$ cat src/rtl/pio_timing_pkg.sv
package pio_timing_pkg;
    localparam int unsigned TB_W  = 8;
    localparam int unsigned CNT_W = 5;

    typedef enum logic [2:0] {
        PH_IDLE,
        PH_SETUP,
        PH_ACTIVE,
        PH_HOLD,
        PH_DONE
    } phase_e;

    typedef struct packed {
        logic [CNT_W-1:0] setup;
        logic [CNT_W-1:0] active;
        logic [CNT_W-1:0] hold;
    } phase_len_t;
endpackage

$ cat src/rtl/pio_timing_decode.sv
module pio_timing_decode
    import pio_timing_pkg::*;
(
    input  logic [TB_W-1:0] tbyte,
    output phase_len_t      len
);
    localparam logic [CNT_W-1:0] ONE = CNT_W'(1);
    localparam logic [CNT_W-1:0] TWO = CNT_W'(2);

    always_comb begin
        len.setup = CNT_W'(tbyte[7:6]) + ONE;

        unique case (tbyte[5:3])
            3'd6:    len.hold = CNT_W'(8);
            3'd7:    len.hold = CNT_W'(12);
            default: len.hold = CNT_W'(tbyte[5:3]) + ONE;
        endcase

        unique case (tbyte[2:0])
            3'd5:    len.active = CNT_W'(8);
            3'd6:    len.active = CNT_W'(12);
            3'd7:    len.active = CNT_W'(16);
            default: len.active = CNT_W'(tbyte[2:0]) + TWO;
        endcase
    end
endmodule

$ cat src/rtl/pio_phase_fsm.sv
module pio_phase_fsm
    import pio_timing_pkg::*;
(
    input  logic            clk,
    input  logic            rst_n,
    input  logic            start,
    input  logic [TB_W-1:0] start_byte,
    input  logic            start_write,
    input  logic            iordy_en,
    input  logic            iordy,
    output logic            ready,
    output logic            addr_valid,
    output logic            rd_strobe,
    output logic            wr_strobe,
    output logic            done
);
    typedef struct packed {
        phase_e           ph;
        logic [CNT_W-1:0] cnt;
        logic [TB_W-1:0]  tbyte;
        logic             write;
        logic             ready;
        logic             av;
        logic             rd;
        logic             wr;
        logic             done;
    } st_t;

    st_t        st_d, st_q;
    phase_len_t len;
    logic       last_setup, last_active, last_hold, stretch;

    pio_timing_decode u_dec (
        .tbyte (st_q.tbyte),
        .len   (len)
    );

    assign last_setup  = (st_q.cnt == len.setup  - CNT_W'(1));
    assign last_active = (st_q.cnt == len.active - CNT_W'(1));
    assign last_hold   = (st_q.cnt == len.hold   - CNT_W'(1));
    assign stretch     = iordy_en && !iordy;

    always_comb begin
        st_d = st_q;
        unique case (st_q.ph)
            PH_IDLE: begin
                if (start) begin
                    st_d.ph    = PH_SETUP;
                    st_d.cnt   = '0;
                    st_d.tbyte = start_byte;
                    st_d.write = start_write;
                end
            end
            PH_SETUP: begin
                if (last_setup) begin
                    st_d.ph  = PH_ACTIVE;
                    st_d.cnt = '0;
                end else begin
                    st_d.cnt = st_q.cnt + CNT_W'(1);
                end
            end
            PH_ACTIVE: begin
                if (last_active) begin
                    if (!stretch) begin
                        st_d.ph  = PH_HOLD;
                        st_d.cnt = '0;
                    end
                end else begin
                    st_d.cnt = st_q.cnt + CNT_W'(1);
                end
            end
            PH_HOLD: begin
                if (last_hold) begin
                    st_d.ph  = PH_DONE;
                    st_d.cnt = '0;
                end else begin
                    st_d.cnt = st_q.cnt + CNT_W'(1);
                end
            end
            PH_DONE: begin
                st_d.ph = PH_IDLE;
            end
            default: begin
                st_d.ph = PH_IDLE;
            end
        endcase

        st_d.ready = (st_d.ph == PH_IDLE);
        st_d.av    = (st_d.ph == PH_SETUP) || (st_d.ph == PH_ACTIVE) || (st_d.ph == PH_HOLD);
        st_d.rd    = (st_d.ph == PH_ACTIVE) && !st_d.write;
        st_d.wr    = (st_d.ph == PH_ACTIVE) &&  st_d.write;
        st_d.done  = (st_d.ph == PH_DONE);
    end

    always_ff @(posedge clk) begin
        if (!rst_n) begin
            st_q       <= '0;
            st_q.ph    <= PH_IDLE;
            st_q.ready <= 1'b1;
        end else begin
            st_q <= st_d;
        end
    end

    assign ready      = st_q.ready;
    assign addr_valid = st_q.av;
    assign rd_strobe  = st_q.rd;
    assign wr_strobe  = st_q.wr;
    assign done       = st_q.done;


    iordy_stretch_chk: assert property (@(posedge clk) disable iff (!rst_n)
        (st_q.ph == PH_ACTIVE && last_active && iordy_en && !iordy) |=> (st_q.ph == PH_ACTIVE));


    iordy_release_chk: assert property (@(posedge clk) disable iff (!rst_n)
        (st_q.ph == PH_ACTIVE && last_active && (!iordy_en || iordy)) |=> (st_q.ph == PH_HOLD));


    byte_frozen_chk: assert property (@(posedge clk) disable iff (!rst_n)
        (st_q.ph != PH_IDLE && $past(st_q.ph) != PH_IDLE) |-> $stable(st_q.tbyte));
endmodule

$ cat src/rtl/pio_strobe_gen.sv
module pio_strobe_gen
    import pio_timing_pkg::*;
(
    input  logic            clk,
    input  logic            rst_n,
    input  logic            req_valid,
    input  logic            req_cmd,
    input  logic            req_write,
    output logic            req_ready,
    input  logic [TB_W-1:0] data_timing,
    input  logic [TB_W-1:0] ctrl_timing,
    input  logic            iordy_en,
    input  logic            iordy,
    output logic            addr_valid,
    output logic            rd_strobe,
    output logic            wr_strobe,
    output logic            done
);
    logic            accept;
    logic [TB_W-1:0] sel_byte;

    assign accept   = req_valid && req_ready;
    assign sel_byte = req_cmd ? ctrl_timing : data_timing;

    pio_phase_fsm u_fsm (
        .clk         (clk),
        .rst_n       (rst_n),
        .start       (accept),
        .start_byte  (sel_byte),
        .start_write (req_write),
        .iordy_en    (iordy_en),
        .iordy       (iordy),
        .ready       (req_ready),
        .addr_valid  (addr_valid),
        .rd_strobe   (rd_strobe),
        .wr_strobe   (wr_strobe),
        .done        (done)
    );


    one_strobe_chk: assert property (@(posedge clk) disable iff (!rst_n)
        !(rd_strobe && wr_strobe));


    busy_on_strobe_chk: assert property (@(posedge clk) disable iff (!rst_n)
        (rd_strobe || wr_strobe || addr_valid || done) |-> !req_ready);


    accept_busy_chk: assert property (@(posedge clk) disable iff (!rst_n)
        accept |=> (!req_ready && addr_valid && !rd_strobe && !wr_strobe));


    done_pulse_chk: assert property (@(posedge clk) disable iff (!rst_n)
        done |=> (!done && req_ready));


    setup_first_chk: assert property (@(posedge clk) disable iff (!rst_n)
        $rose(rd_strobe || wr_strobe) |-> $past(addr_valid));


    hold_after_chk: assert property (@(posedge clk) disable iff (!rst_n)
        $fell(rd_strobe || wr_strobe) |-> (addr_valid && !done));
endmodule

$ cat config.mk
export PLATFORM = sky130hd
export DESIGN_NAME = pio_strobe_gen
export DESIGN_NICKNAME = d
export VERILOG_FILES = /design/src/rtl/pio_timing_pkg.sv /design/src/rtl/pio_timing_decode.sv /design/src/rtl/pio_phase_fsm.sv /design/src/rtl/pio_strobe_gen.sv
export SDC_FILE = /design/constraint.sdc
export NUM_CORES = 1
export LEC_CHECK = 0
export BUFFER_PORTS_ARGS = -buffer_cell sky130_fd_sc_hd__buf_4
export CAP_MARGIN = 5
export CORE_MARGIN = 5
export CORE_UTILIZATION = 49
export DETAILED_ROUTE_END_ITERATION = 8
export PLACE_DENSITY_LB_ADDON = 0.3
export SETUP_SLACK_MARGIN = 0.3
export SLEW_MARGIN = 10
export SYNTH_ARGS = -nofsm -noshare
export SYNTH_HDL_FRONTEND = slang
export SYNTH_SLANG_ARGS = --single-unit
export TNS_END_PERCENT = 20
$ cat constraint.sdc
create_clock -name clk -period 2.95 [get_ports clk]
set_clock_uncertainty 0.15 [all_clocks]
set_input_delay 0.59 -clock clk [delete_from_list [all_inputs] [get_ports clk]]
set_output_delay 0.59 -clock clk [all_outputs]
set_load 0.01 [all_outputs]
==> results.yml, run 1 <==
synth:
  synth.area.top_cells: "dfxtp_1, mux2i_1, ha_1"
  ys_ff_latch: 22
  syn-cell-area_um2: 1450
  syn_inst: 168
  syn_nets: 199
  synth_top_cell_by_area: "dfxtp_1"
  synth_warnings: 0
  yosys.cell_count.top_type: "nor2_1"
  ys_seq_area_share_pct: 30.3
  yosys.cell_types.count: 47
  synth-main-ff-cell: "dfxtp_1"
  synth-edff-count: 0
  synth.avg_cell_area_um2: 8.64
  yosys-top-cells-count: "nor2_1, dfxtp_1, mux2i_1"
  synth_top_area_share_pct: 30.3
  async_flop_share_pct: 0
timing:
  slew_viol_final: 0
  fin_ws_ps: 206
  period_share_pct: 93.0
  grt_setup_unrepaired: "yes"
  final-hold-violation-count: 0
  period_needed_ps: 2740
  setup_viol: 0
  fmax_ghz: 0.364
  relSlewSlack_pct: 64.1
  tns_ps: 0
  hold_slack_ps: 381
  tightest_slew_ps: 536
clock_tree:
  cts_tree: "yes"
  clock_latency_ps: 320
  h-tree-depth: 1
  path_clk_slew_ps: 130
  holdBufCountCts: 0
  cts-root-buf: "clkbuf_4"
  clock-sinks: 22
  cts_buffer_depth: 2
  cts_buffers: 3
drt:
  drtIter0Drc: 136
  wl_mm: 3.39
  wl_per_cell_um: 14.7
  wl_met2_mm: 1.66
  met3_length_um: 152
  antenna_left: 0
  drc_errors: 0
  top_layer: "met4"
  vias_per_cell: 5.79
  drt_pre_antenna_iters: 4
  vias: 1331
  met1_length_mm: 1.50
setup_path:
  end_kind: "flip-flop"
  start_kind: "flip-flop"
  crit_top_cell: "buf_4"
  cpMaxStageDelayCell: "dfxtp_4"
  cp_cell_sequence: "inv_4 > ha_4 > o21ai_4 > buf_4 > buf_4 > buf_4 > buf_4 > buf_4 > a21oi_1 > nor4b_2 > or2_4 > o211ai_1 > a22oi_1 > nor2_1"
  cp_num_buf_inv: 6
  worst-path-stages: 14
  path_max_fanout: 7
  cp.required_ps: 3010
  worstSetupPathType: "flip-flop to flip-flop"
  cpLargestDelayFamily: "compound AO/OA/AOI/OAI gates"
  critPathMaxStageDelay_ps: 400
  rr_worst_depth: 14
  arrival_ps: 2800
floorplan:
  die_w_um: 64.4
  boundaryPins: 28
  coreArea_um2: 2810
  num_rows: 19
  die-area_um2: 4150
  die_h_um: 64.4
  start_util_pct: 51.7
finish:
  design_area_um2: 1830
  layout.nets: 231
  antenna_cells: 0
  area_delta_synth_final_pct: 25.9
  drive_above_1_share_pct: 30.2
  fill_cells: 238
global_routing:
  grtUsageTotal_pct: 17.4
  grt_overflow: 0
  grt_pass1_vias: 1353
  grt_pass1_wl_mm: 5.80
  antenna_found_initial: 0
  grt_max_degree: 19
placement:
  place_area_um2: 1650
  gp_congestion: 0.881
  io_buffers: 27
  hpwl_mm: 2.49
  pre_cts_slack_ps: 10.1
power:
  p_leak_nw: 0.772
  p_per_area_nw_per_um2: 836
  total_power_mw: 1.53
  peakVddDrop_uv: 530
status:
  status: "finished, final reports clean"
hold_path:
  hold_path_class: "flip-flop to flip-flop"
  holdPathStages: 2
flow_run:
  max_cap_violations: 0
==> path summary, 6_finish.rpt <==
| kind | endpoint | slack [ps] | start |
|---|---|---|---|
| worst min-delay path | u_fsm.st_q[5] | 380 | u_fsm.st_q[5] |
| worst max-delay path | u_fsm.st_q[15] | 210 | u_fsm.st_q[9] |
| worst min register to register | u_fsm.st_q[5] | 380 | u_fsm.st_q[5] |
| worst max register to register | u_fsm.st_q[15] | 210 | u_fsm.st_q[9] |
==> metal layers <==
layer,vias to the layer above,track usage [%]
li1,664,-
met1,624,20.7
met2,36,30.0
met3,7,3.63
met4,0,8.44
met5,-,0
==> where the power goes <==
| part | internal, mW | switching (mW) |
|---|---|---|
| clock | 0.138 | 0.101 |
| sequential | 0.378 | 0.112 |
| combinational | 0.402 | 0.397 |
| total | 0.918 | 0.611 |
==> what timing repair did <==
item	CTS	global route
pin swaps	8	1
setup endpoints to repair	9	8
resized for setup	14	0
buffers inserted	8	1
==> final cells by class <==
class	count	area (um^2)	area share (%)
Multi-Input combinational cell	127	975	53.3
Sequential cell	22	448	24.5
Timing Repair Buffer	37	278	15.2
Tap cell	31	38.8	2.12
Inverter	9	36.3	1.98
Clock inverter	1	30.0	1.64
Clock buffer	3	22.5	1.23
==> flip-flops by register name, indices dropped and copies added, names as in the netlist <==
name / count
u_fsm.ready: 1
u_fsm.wr_strobe: 1
u_fsm.rd_strobe: 1
u_fsm.done: 1
u_fsm.addr_valid: 1
u_fsm.st_q: 17
==> cells in the final DEF, fill, tap and decap left out, types with 4 or more instances in the layout <==
cell      count
a211oi_1      9
inv_1         8
ha_1          5
nand2b_1      4
mux2i_1      12
nor2_1       23
nand2_1       4
xor2_1        6
dfxtp_1      20
buf_4        37
nand3_1      11
xnor2_1       4
a21oi_1       4
==> worst register-to-register path, cell delays in order, from the launching register on <==
cell      delay (ps)
dfxtp_4          400
inv_4             60
ha_4             160
o21ai_4          190
buf_4            160
buf_4            100
buf_4             90
buf_4             90
buf_4             90
a21oi_1           70
nor4b_2          370
or2_4            190
o211ai_1         220
a22oi_1          230
nor2_1            60
==> through the flow <==
stage | instances | util (%)
finish | 230 | 65.2
global route | 230 | 65.2
CTS | 229 | 64.9
detailed placement | 217 | 58.8
global placement | 217 | 58.8
floorplan | 168 | -
==> logic make-up after synthesis <==
family          share of synthesized area [%]
fa+ha+maj                                6.90
simple gates                             25.8
compound gates                           16.5
mux                                      8.28
buf+inv                                  6.21
xor+xnor                                 6.03
flops                                    30.3
Power figures use the tool's default switching activity.
==> inputs of run 2 (changes only) <==
--- a/config.mk
+++ b/config.mk
@@ -11,9 +11,11 @@
 export CORE_UTILIZATION = 49
 export DETAILED_ROUTE_END_ITERATION = 8
 export PLACE_DENSITY_LB_ADDON = 0.3
+export REMOVE_ABC_BUFFERS = 1
 export SETUP_SLACK_MARGIN = 0.3
 export SLEW_MARGIN = 10
 export SYNTH_ARGS = -nofsm -noshare
 export SYNTH_HDL_FRONTEND = slang
+export SYNTH_HIERARCHICAL = 1
 export SYNTH_SLANG_ARGS = --single-unit
 export TNS_END_PERCENT = 20
==> run 2 against run 1 <==
Against the previous run: sequential share of layout area decreased by 2.0 points; die area grew 12%; synthesized area rose by 14%; maximum frequency is 2.8% lower; first-iteration DRC count shrank 74%; synthesized cell count grew 13%; routed wire length fell by 6.7%; largest power group is now sequential cells; critical path depth is 2 lower; highest routed layer unchanged; cell count rose by 17%; critical endpoint is now u_fsm/st_q[18].
==> results.yml, run 2 <==
status:
  status: "finished, final reports clean"
synth:
  ys_seq_area_share_pct: 26.6
  yosys-top-cells-count: "dfxtp_1, nand2_1, inv_1"
  synth.avg_cell_area_um2: 8.71
  synth-main-ff-cell: "dfxtp_1"
  syn_inst: 190
  yosys.cell_types.count: 48
  ys_ff_latch: 22
  syn-cell-area_um2: 1660
  yosys.cell_count.top_type: "dfxtp_1"
  synth_warnings: 6
  synth.area.top_cells: "dfxtp_1, mux2_4, xnor2_1"
  async_flop_share_pct: 0
  synth_top_cell_by_area: "dfxtp_1"
  synth_top_area_share_pct: 26.6
  synth-edff-count: 0
timing:
  setup_viol: 0
  period_share_pct: 95.7
  period_needed_ps: 2820
  tightest_slew_ps: 562
  slew_viol_final: 0
  final-hold-violation-count: 0
  grt_setup_unrepaired: "yes"
  fmax_ghz: 0.354
  hold_slack_ps: 345
  relSlewSlack_pct: 62.1
  fin_ws_ps: 126
floorplan:
  coreArea_um2: 3310
  die_h_um: 68.1
  die-area_um2: 4640
  start_util_pct: 50.0
  num_rows: 21
  die_w_um: 68.1
  boundaryPins: 28
clock_tree:
  cts_buffers: 3
  cts_buffer_depth: 2
  h-tree-depth: 1
  path_clk_slew_ps: 120
  cts-root-buf: "clkbuf_4"
  clock_latency_ps: 300
  cts_tree: "yes"
  clock-sinks: 22
global_routing:
  grt_max_degree: 21
  grt_pass1_vias: 1389
  grtUsageTotal_pct: 15.4
  grt_overflow: 0
  antenna_found_initial: 0
  grt_pass1_wl_mm: 5.55
drt:
  wl_mm: 3.16
  antenna_left: 0
  vias_per_cell: 5.16
  vias: 1382
  drc_errors: 0
  drt_pre_antenna_iters: 4
  drtIter0Drc: 35
  wl_per_cell_um: 11.8
power:
  p_leak_nw: 0.840
  p_sw_share_pct: 33.0
  p_seq_share_pct: 41.8
  switching_power_mw: 0.285
  p_int_mw: 0.578
  pwr-share-clk_pct: 19.3
  pwr-share-comb_pct: 38.9
  p_per_area_nw_per_um2: 435
  peakVddDrop_uv: 186
finish:
  largest_reg_flops: 17
  antenna_cells: 0
  drive_above_1_share_pct: 32.0
  layout.nets: 253
  largest-register: "u_fsm/st_q"
  layout_commonest_cell: "buf_4"
  fill_cells: 299
  area_delta_synth_final_pct: 19.8
  layout_common_cells: "buf_4, nand2_1, dfxtp_1, inv_1, xnor2_1"
setup_path:
  path_max_fanout: 6
  arrival_ps: 2870
  worstSetupPathType: "flip-flop to flip-flop"
  cp.required_ps: 2990
  end_kind: "flip-flop"
  r2r_slack_ps: 130
  start_kind: "flip-flop"
flow_run:
  max_cap_violations: 0
placement:
  pre_cts_slack_ps: -24.7
  gp_congestion: 0.741
  hpwl_mm: 2.46
  io_buffers: 27
hold_path:
  hold_path_class: "flip-flop to flip-flop"
-- run 2: cells by family after synthesis --
logic type	count (synthesis)	synth area share [%]
adder cells (fa/ha/maj)	7	5.29
AO/OA/AOI/OAI	39	15.7
other	1	0.227
multiplexers	10	8.47
buffers and inverters	28	9.52
flip-flops	22	26.6
XOR/XNOR	19	10.1
AND/OR/NAND/NOR	64	24.1
-- run 2: path summary, 6_finish.rpt --
path / from / cells past startpoint / to
setup / recovery: u_fsm/st_q[10] / 12 / u_fsm/st_q[18]
hold / removal: u_fsm/st_q[13] / 2 / u_fsm/st_q[13]
setup reg to reg: u_fsm/st_q[10] / 12 / u_fsm/st_q[18]
hold reg to reg: u_fsm/st_q[13] / 2 / u_fsm/st_q[13]
-- run 2: worst max-delay path: stages, from the launching register on --
cell	delay (ps)
dfxtp_4	390
ha_2	170
o21a_1	220
nor2_2	150
inv_2	60
ha_4	160
xor2_1	150
o21ai_1	150
a21oi_1	60
or4_4	520
a32o_2	300
a31oi_1	170
a31oi_1	60
-- run 2: cell type report --
class / count / area [um^2] / area share (%)
tap: 46 / 57.6 / 2.90
timing repair buffer: 38 / 285 / 14.4
sequential: 22 / 445 / 22.5
clock buffer: 4 / 36.3 / 1.83
inverter: 16 / 60.1 / 3.03
multi-input combinational: 142 / 1100 / 55.4
-- run 2: metal layers --
metal	share of wire [%]	track usage, %	routed length [um]
met5	0	0	0
met4	1.5	6.45	48
met2	49	27.4	1550
met3	5.1	2.30	161
met1	44	18.3	1400
-- run 2: power by group through the flow --
stage	clock [mW]	combinational (mW)	sequential, mW
final	0.167	0.336	0.361
after global routing	0.181	0.373	0.366
after CTS	0.172	0.329	0.361
after detailed placement	0	0.309	0.366
after global placement	0	0.304	0.366
after floorplan	0	0.213	0.362
-- run 2: per-stage QoR --
stage | std cells | power, mW | area (um^2) | util, % | setup TNS [ps]
after floorplan | 180 | 0.575 | 1570 | - | 0
after global placement | 259 | 0.670 | 1870 | 56.5 | 0
after detailed placement | 259 | 0.675 | 1870 | 56.5 | -41.0
after CTS | 266 | 0.862 | 1960 | 59.2 | 0
after global routing | 268 | 0.921 | 1980 | 59.9 | 0
final | 268 | 0.863 | 1980 | 59.9 | 0
-- run 2: timing repair --
action                     4_1_cts  5_1_grt
pin swaps                        7        7
setup endpoints to repair        9       11
buffers inserted                 3        2
resized for setup               10        4
gates cloned                     0        0
hold buffers                     0        0
==> inputs of run 3 (changes only) <==
==> constraint.sdc (replaced) <==
create_clock -name clk -period 2.8 [get_ports clk]
set_clock_uncertainty 0.15 [all_clocks]
set_input_delay 0.56 -clock clk [delete_from_list [all_inputs] [get_ports clk]]
set_output_delay 0.56 -clock clk [all_outputs]
set_load 0.01 [all_outputs]
==> run 3 against run 2 <==
Against the previous run: the flow now finishes with violations (setup timing); critical path type unchanged; count of clock-buffer cells in the layout unchanged; maximum frequency decreased by 0.98%; cell area increased by 0.82%; largest cell class unchanged; sequential power increased by 5.5%; via count increased by 0.22%; power increased by 6.1%; cell count unchanged; global-route usage decreased by 0.13 points.
==> results.yml, run 3 (synthesis results as in run 2) <==
drt:
  antenna_left: 0
  drt_pre_antenna_iters: 5
  wl_per_cell_um: 11.9
  drc_errors: 0
  vias_per_cell: 5.17
  drtIter0Drc: 62
  wl_mm: 3.20
  vias: 1385
clock_tree:
  cts-root-buf: "clkbuf_4"
  path_clk_slew_ps: 130
  holdBufCountCts: 0
  cts_tree: "yes"
  cts_buffers: 3
  cts_buffer_depth: 2
  clock-sinks: 22
  h-tree-depth: 1
  clock_latency_ps: 310
floorplan:
  start_util_pct: 50.0
  die_h_um: 68.1
  die-area_um2: 4640
  num_rows: 21
  die_w_um: 68.1
  coreArea_um2: 3310
  boundaryPins: 28
finish:
  largest-register: "u_fsm/st_q"
  antenna_cells: 0
  area_delta_synth_final_pct: 20.8
  layout_common_cells: "buf_4, nand2_1, dfxtp_1, inv_1, xnor2_1"
  layout.nets: 253
  fill_cells: 311
  drive_above_1_share_pct: 32.9
  largest_reg_flops: 17
  layout_commonest_cell: "buf_4"
setup_path:
  arrival_ps: 2900
  r2r_start: "u_fsm/st_q[10]"
  cpMaxStageDelayCell: "or4_4"
  crit_top_cell: "buf_4"
  startpoint: "u_fsm/st_q[10]"
  critPathMaxStageDelay_ps: 430
  worstSetupPathType: "flip-flop to flip-flop"
  cp.required_ps: 2840
  start_kind: "flip-flop"
  path_max_fanout: 6
  cp_cell_sequence: "ha_2 > o21a_1 > nor2_2 > buf_4 > buf_4 > buf_4 > buf_4 > nor3_1 > xnor2_1 > or4_4 > a32o_2 > a31oi_1 > a31oi_1"
  end_kind: "flip-flop"
global_routing:
  antenna_found_initial: 0
  grt_overflow: 0
  grt_max_degree: 21
  grtUsageTotal_pct: 15.3
  grt_pass1_wl_mm: 5.48
  grt_pass1_vias: 1293
hold_path:
  hold_start: "u_fsm/st_q[13]"
  hold_path_class: "flip-flop to flip-flop"
placement:
  hpwl_mm: 2.47
  io_buffers: 27
  pre_cts_slack_ps: -205
  gp_congestion: 0.730
status:
  status: "finished with violations"
  violations: "setup timing"
timing:
  grt_setup_unrepaired: "yes"
  period_share_pct: 102
  period_needed_ps: 2850
  fin_ws_ps: -51.5
  hold_slack_ps: 345
  relSlewSlack_pct: 63.5
  tightest_slew_ps: 542
  fmax_ghz: 0.351
  final-hold-violation-count: 0
  slew_viol_final: 0
  setup_viol: 2
power:
  p_per_area_nw_per_um2: 458
  peakVddDrop_uv: 224
  p_leak_nw: 0.839
flow_run:
  max_cap_violations: 0
## run 3: cell counts in the layout (fill, tap and decap cells not counted)
Identical to the previous run, type by type.
## run 3: worst max-delay path: cells and delay by family, from the launching register on
kind	cells	cell delay, ps
compound gates	4	720
simple gates	3	680
buf+inv	4	490
flops	1	400
fa+ha+maj	1	180
xor+xnor	1	120
## run 3: through the flow
step | instances | utilization (%) | instance area (um^2) | power [mW] | setup TNS (ps)
after floorplan | 180 | - | 1570 | 0.606 | -300
after global placement | 261 | 57.0 | 1890 | 0.713 | -285
after detailed placement | 261 | 57.0 | 1890 | 0.718 | -768
after CTS | 268 | 60.0 | 1990 | 0.922 | -269
after global routing | 268 | 60.4 | 2000 | 0.984 | -1280
final | 268 | 60.4 | 2000 | 0.916 | -97.5
## run 3: path summary, 6_finish.rpt
| check | to | slack [ps] | depth (start not counted) |
|---|---|---|---|
| max | u_fsm/st_q[18] | -50 | 13 |
| min | u_fsm/st_q[13] | 350 | 2 |
| max reg2reg | u_fsm/st_q[18] | -50 | 13 |
| min reg2reg | u_fsm/st_q[13] | 350 | 2 |
## run 3: area by class of cell
class	instances	area, um^2	share of cell area (%)
flip-flops and latches	22	445	22.3
clock buffers	4	36.3	1.81
repair buffers	38	285	14.3
well taps	46	57.6	2.88
inverters	16	60.1	3.00
multi-input cells	142	1110	55.8
## run 3: routing by layer
layer  share of wire (%)  global-route usage [%]
met1                  45                    18.8
met2                  48                    26.2
met3                 5.0                    2.63
met4                 2.0                    6.20
met5                   0                       0
## run 3: repair_timing
item	4_1_cts	5_1_grt
endpoints found under the setup margin	13	13
resized for setup	12	6
setup buffers	3	0
pin swaps	12	10
## run 3: where the power goes
part | total [mW] | switching (mW) | internal, mW
Combinational | 0.358 | 0.169 | 0.189
Clock | 0.177 | 0.0979 | 0.0794
Sequential | 0.381 | 0.0366 | 0.344
